**src/rtl/gpio_port_pkg.sv**
```systemverilog
package gpio_port_pkg;
    localparam int ADDR_W = 2;

    typedef enum logic [ADDR_W-1:0] {
        SEL_PIN  = 2'd0,
        SEL_LAT  = 2'd1,
        SEL_DIR  = 2'd2,
        SEL_NONE = 2'd3
    } reg_sel_e;
endpackage

```
**src/rtl/gpio_sync.sv**
```systemverilog
module gpio_sync #(
    parameter int WIDTH  = 8,
    parameter int STAGES = 2
) (
    input  logic             clk,
    input  logic             rst_n,
    input  logic [WIDTH-1:0] async_in,
    output logic [WIDTH-1:0] sync_out
);
    localparam int LAST = STAGES - 1;

    logic [STAGES-1:0][WIDTH-1:0] chain_d, chain_q;

    always_comb begin
        chain_d[0] = async_in;
    end

    for (genvar s = 1; s < STAGES; s++) begin : g_stage
        always_comb begin
            chain_d[s] = chain_q[s-1];
        end
    end

    always_ff @(posedge clk or negedge rst_n) begin
        if (!rst_n) chain_q <= '0;
        else        chain_q <= chain_d;
    end

    assign sync_out = chain_q[LAST];
endmodule

```
**src/rtl/gpio_regs.sv**
```systemverilog
module gpio_regs
    import gpio_port_pkg::*;
#(
    parameter int WIDTH = 8
) (
    input  logic             clk,
    input  logic             rst_n,
    input  logic             wr_en,
    input  reg_sel_e         sel,
    input  logic [WIDTH-1:0] wdata,
    output logic [WIDTH-1:0] dir_q,
    output logic [WIDTH-1:0] lat_q
);
    typedef struct packed {
        logic [WIDTH-1:0] dir;
        logic [WIDTH-1:0] lat;
    } regs_t;

    regs_t st_d, st_q;

    always_comb begin
        st_d = st_q;
        if (wr_en) begin
            case (sel)
                SEL_PIN, SEL_LAT: st_d.lat = wdata;
                SEL_DIR:          st_d.dir = wdata;
                default:          st_d     = st_q;
            endcase
        end
    end

    always_ff @(posedge clk or negedge rst_n) begin
        if (!rst_n) begin
            st_q.dir <= '1;
            st_q.lat <= '0;
        end else begin
            st_q <= st_d;
        end
    end

    assign dir_q = st_q.dir;
    assign lat_q = st_q.lat;


    lat_write_chk: assert property (@(posedge clk) disable iff (!rst_n)
        (wr_en && (sel == SEL_PIN || sel == SEL_LAT)) |=> (lat_q == $past(wdata)));


    dir_write_chk: assert property (@(posedge clk) disable iff (!rst_n)
        (wr_en && sel == SEL_DIR) |=> (dir_q == $past(wdata)));


    none_write_chk: assert property (@(posedge clk) disable iff (!rst_n)
        (!wr_en || sel == SEL_NONE) |=> ($stable(dir_q) && $stable(lat_q)));
endmodule

```
**src/rtl/gpio_rdport.sv**
```systemverilog
module gpio_rdport
    import gpio_port_pkg::*;
#(
    parameter int WIDTH = 8
) (
    input  logic             clk,
    input  logic             rst_n,
    input  logic             rd_en,
    input  reg_sel_e         sel,
    input  logic [WIDTH-1:0] pin_sync,
    input  logic [WIDTH-1:0] lat,
    input  logic [WIDTH-1:0] dir,
    output logic [WIDTH-1:0] rdata
);
    logic [WIDTH-1:0] rdata_d, rdata_q;

    always_comb begin
        rdata_d = rdata_q;
        if (rd_en) begin
            case (sel)
                SEL_PIN: rdata_d = pin_sync;
                SEL_LAT: rdata_d = lat;
                SEL_DIR: rdata_d = dir;
                default: rdata_d = '0;
            endcase
        end
    end

    always_ff @(posedge clk or negedge rst_n) begin
        if (!rst_n) rdata_q <= '0;
        else        rdata_q <= rdata_d;
    end

    assign rdata = rdata_q;


    rd_lat_chk: assert property (@(posedge clk) disable iff (!rst_n)
        (rd_en && sel == SEL_LAT) |=> (rdata == $past(lat)));


    rd_pin_chk: assert property (@(posedge clk) disable iff (!rst_n)
        (rd_en && sel == SEL_PIN) |=> (rdata == $past(pin_sync)));


    rd_dir_chk: assert property (@(posedge clk) disable iff (!rst_n)
        (rd_en && sel == SEL_DIR) |=> (rdata == $past(dir)));


    rd_hold_chk: assert property (@(posedge clk) disable iff (!rst_n)
        !rd_en |=> $stable(rdata));


    rd_none_chk: assert property (@(posedge clk) disable iff (!rst_n)
        (rd_en && sel == SEL_NONE) |=> (rdata == '0));
endmodule

```
**src/rtl/gpio_padctl.sv**
```systemverilog
module gpio_padctl #(
    parameter int WIDTH = 8
) (
    input  logic [WIDTH-1:0] dir,
    input  logic [WIDTH-1:0] lat,
    input  logic             slave_mode,
    output logic [WIDTH-1:0] oe,
    output logic [WIDTH-1:0] dout
);
    for (genvar i = 0; i < WIDTH; i++) begin : g_pin
        always_comb begin
            oe[i]   = !dir[i] && !slave_mode;
            dout[i] = lat[i];
        end
    end
endmodule

```
**src/rtl/gpio_port.sv**
```systemverilog
module gpio_port
    import gpio_port_pkg::*;
#(
    parameter int WIDTH       = 8,
    parameter int SYNC_STAGES = 2
) (
    input  logic              clk,
    input  logic              rst_n,
    input  logic [ADDR_W-1:0] bus_addr,
    input  logic              bus_wr,
    input  logic              bus_rd,
    input  logic [WIDTH-1:0]  bus_wdata,
    output logic [WIDTH-1:0]  bus_rdata,
    input  logic              slave_mode,
    input  logic [WIDTH-1:0]  pin_in,
    output logic [WIDTH-1:0]  pad_oe,
    output logic [WIDTH-1:0]  pad_out
);
    reg_sel_e         sel;
    logic [WIDTH-1:0] dir_q, lat_q, pin_sync;

    assign sel = reg_sel_e'(bus_addr);

    gpio_sync #(.WIDTH(WIDTH), .STAGES(SYNC_STAGES)) u_sync (
        .clk(clk), .rst_n(rst_n), .async_in(pin_in), .sync_out(pin_sync)
    );

    gpio_regs #(.WIDTH(WIDTH)) u_regs (
        .clk(clk), .rst_n(rst_n), .wr_en(bus_wr), .sel(sel),
        .wdata(bus_wdata), .dir_q(dir_q), .lat_q(lat_q)
    );

    gpio_rdport #(.WIDTH(WIDTH)) u_rd (
        .clk(clk), .rst_n(rst_n), .rd_en(bus_rd), .sel(sel),
        .pin_sync(pin_sync), .lat(lat_q), .dir(dir_q), .rdata(bus_rdata)
    );

    gpio_padctl #(.WIDTH(WIDTH)) u_pad (
        .dir(dir_q), .lat(lat_q), .slave_mode(slave_mode),
        .oe(pad_oe), .dout(pad_out)
    );


    slave_oe_off_chk: assert property (@(posedge clk) disable iff (!rst_n)
        slave_mode |-> (pad_oe == '0));


    input_no_drive_chk: assert property (@(posedge clk) disable iff (!rst_n)
        (pad_oe & dir_q) == '0);


    out_follows_lat_chk: assert property (@(posedge clk) disable iff (!rst_n)
        pad_out == lat_q);
endmodule

```
**config.mk**
```make
export PLATFORM = sky130hd
export DESIGN_NAME = gpio_port
export DESIGN_NICKNAME = d
export VERILOG_FILES = /design/src/rtl/gpio_port_pkg.sv /design/src/rtl/gpio_sync.sv /design/src/rtl/gpio_regs.sv /design/src/rtl/gpio_rdport.sv /design/src/rtl/gpio_padctl.sv /design/src/rtl/gpio_port.sv
export SDC_FILE = /design/constraint.sdc
export NUM_CORES = 1
export LEC_CHECK = 0
export BUFFER_PORTS_ARGS = -buffer_cell sky130_fd_sc_hd__buf_2
export CORE_UTILIZATION = 35
export DETAILED_ROUTE_END_ITERATION = 16
export PLACE_DENSITY = 0.67
export SETUP_SLACK_MARGIN = 0.3
export SLEW_MARGIN = 10
export SYNTH_ARGS = -nofsm -noshare
export SYNTH_HDL_FRONTEND = slang
export SYNTH_SLANG_ARGS = --single-unit
```
**constraint.sdc**
```tcl
create_clock -name clk -period 2.3 [get_ports clk]
set_clock_uncertainty 0.05 [all_clocks]
set_input_delay 0.23 -clock clk [delete_from_list [all_inputs] [get_ports clk]]
set_output_delay 0.23 -clock clk [all_outputs]
set_load 0.005 [all_outputs]
```
==> metrics.txt <==
status finished with violations; failing checks hold timing; slew margin rel. 0.433; FF-to-FF path depth 2; arrival time at the worst endpoint 1010 ps; worst endpoint required time 2020 ps; final count of hold timing violations 6; Final Max Slew Viols 0; DRC viols 0; critical setup path kind flip-flop to output port; share of layout cells above drive strength 1 0.494; RSZ-0062 raised after global routing false; vias per cell 4.81; Synth top area share 0.519; full die area 4680 µm²; total track usage 0.155; Worst VDD drop 0.351 mV; Fillers 381; # IOs 47; Worst setup EP type output port; n_diodes 0; DRT iter0 DRCs 64; DP Area 1800 µm²; P&R area growth vs syn 29.3%; Cells after DPL 196; worst min path class input port to asynchronous set/reset pin; Post-CTS Resized 0; r2r setup slk 1410 ps; final hold slack -6.30 ps; area leader, netlist dfrtp_1; sequential share of the synthesized area 0.655; die height 68.4 µm; final wirelength 3150 µm; Syn Inst Count 107; FF/Latch Area 1010 µm²; Critical Path Fanout Max 3; Internal 0.00126 W; Syn. warnings 0; Syn Nets 130; Num CTS Buffers 5; clk_lat worst skew 290 ps; setup_tns 0 ps; CTS sink cnt 40; crit path time final 1290 ps; total power 0.00165 W; Sw Ratio 0.239; Commonest cells post-synth 32 x dfrtp_1, 16 x mux2_2; Netlist cell types 14; clock group share of total power 0.340; final instance area 2000 µm²; Mapped Avg Cell Area 14.4 µm²; CTS clock-pin slew for the worst setup and hold paths 80 ps; DR pass1 iterations 4; initial antenna violation count 0; Root Driver clkbuf_8; Critical R2R Launch u_regs.lat_q[4]; flops & latches, synth 40; asr flop ratio synth 1.00; Tcrit/Tclk final 0.562; total grt overflow 0; mapped cell area 1540 µm²; power density over cell area 828 nW/µm²; port bufs 46; Avg WL per Cell 14.8 µm; CTS max path bufs 2; Tightest Pin Transition 850 ps; Post-synth EDFFs 0; Initial Utilization 0.375; vias in the first global route 1042; core area 4120 µm²; Final Non-Filler Cells 212; P_leak 0.951 nW; P_sw 0.000395 W; via count 1020; Die X 68.4 µm; Final #Nets 184; footprint of the multi-input gates 463 µm²; first-pass GRT wire length 4980 µm; Max Fclk 774 MHz; max cap viols 0; reg-to-reg endpoint u_rd.rdata[4]; Comb pwr share 0.143; top post-synthesis cells by area dfrtp_1 52%, dfstp_2 14%, mux2_2 12%; largest net degree at the start of global routing 41; antenna-violating nets left 0; DPL Wire Length 2130 µm; CTS tree yes; H-tree Lvls 2; Flop pwr share 0.517; routability cong. 0.776; Cell Rows 23; CP startpoint kind flip-flop; most frequent cell after synthesis dfrtp_1; ys flop type dfrtp_1; final setup fails 0
critical path: stages (launching register included):
cell and delay, ps:
dfstp_2 550, nor2_1 50, buf_2 130
per-stage QoR:
step	worst slack [ps]	util	hold slack (ps)
2_1_floorplan	1280	-	-116
3_3_place_gp	773	0.438	281
3_5_place_dp	745	0.438	285
4_1_cts	997	0.485	20.5
5_1_grt	954	0.485	61.6
6_report	1010	0.485	-6.30
layout make-up:
cell class,instances,area share
well taps,50,0.0313
multi-input cells,51,0.232
clock inverters,3,0.0213
clock buffers,5,0.0345
flip-flops and latches,40,0.507
inverters,8,0.0150
repair buffers,55,0.159
worst max path at each step:
stage               slack [ps]            start               to  depth (start not counted)
floorplan                 1280      bus_addr[0]  u_regs.dir_q[0]                          3
global placement           770      bus_addr[1]  u_regs.lat_q[4]                          4
detailed placement         750      bus_addr[1]  u_regs.lat_q[4]                          4
CTS                       1000  u_regs.dir_q[1]        pad_oe[1]                          2
global route               950  u_regs.dir_q[5]        pad_oe[5]                          2
finish                    1010  u_regs.dir_q[1]        pad_oe[1]                          2
power groups by stage:
stage / combinational, W / clock, W / sequential [W]
2_1_floorplan: 0.000117 / 0 / 0.000862
3_3_place_gp: 0.000223 / 0 / 0.000866
3_5_place_dp: 0.000231 / 0 / 0.000868
4_1_cts: 0.000243 / 0.000575 / 0.000856
5_1_grt: 0.000267 / 0.000617 / 0.000867
6_report: 0.000236 / 0.000561 / 0.000854
sequential cells by signal (all words and copies together), names as in the netlist:
signal,count
u_rd.rdata,8
u_regs.dir_q,8
u_regs.lat_q,8
u_sync.chain_d,8
u_sync.sync_out,8
repair_timing:
item / in CTS / in global routing
hold endpoints to repair: 8 / 0
buffers inserted: 0 / 0
hold buffers: 8 / 0
metal layers:
layer | vias up | part of all wire | global-route usage
met2 | 37 | 0.48 | 0.240
met3 | 7 | 0.060 | 0.0567
met4 | 0 | 0.016 | 0.0703
met1 | 496 | 0.44 | 0.190
li1 | 480 | - | -
met5 | - | 0 | 0
kinds of logic (layout without fill, tap and decap cells):
kind of cell	after synthesis	count (layout)	synth area share
AOI/OAI and AO/OA	8	8	0.0454
buffers and inverters	16	71	0.0454
DFF	40	40	0.655
muxes	24	24	0.169
and+or+nand+nor	19	19	0.0859
layout by cell type, fill, tap and decap left out:
cell type / n
bufinv_16: 1
inv_1: 8
nand3b_4: 1
mux2i_1: 8
clkbuf_8: 5
nand2b_1: 1
mux2_2: 16
clkinv_2: 1
buf_4: 1
dfrtp_1: 32
dfstp_2: 8
dlygate4sd3_1: 8
nor2b_1: 1
nor2_1: 8
o221ai_1: 8
clkinvlp_4: 1
nand4b_1: 8
buf_2: 46
Power figures use the tool's default switching activity.
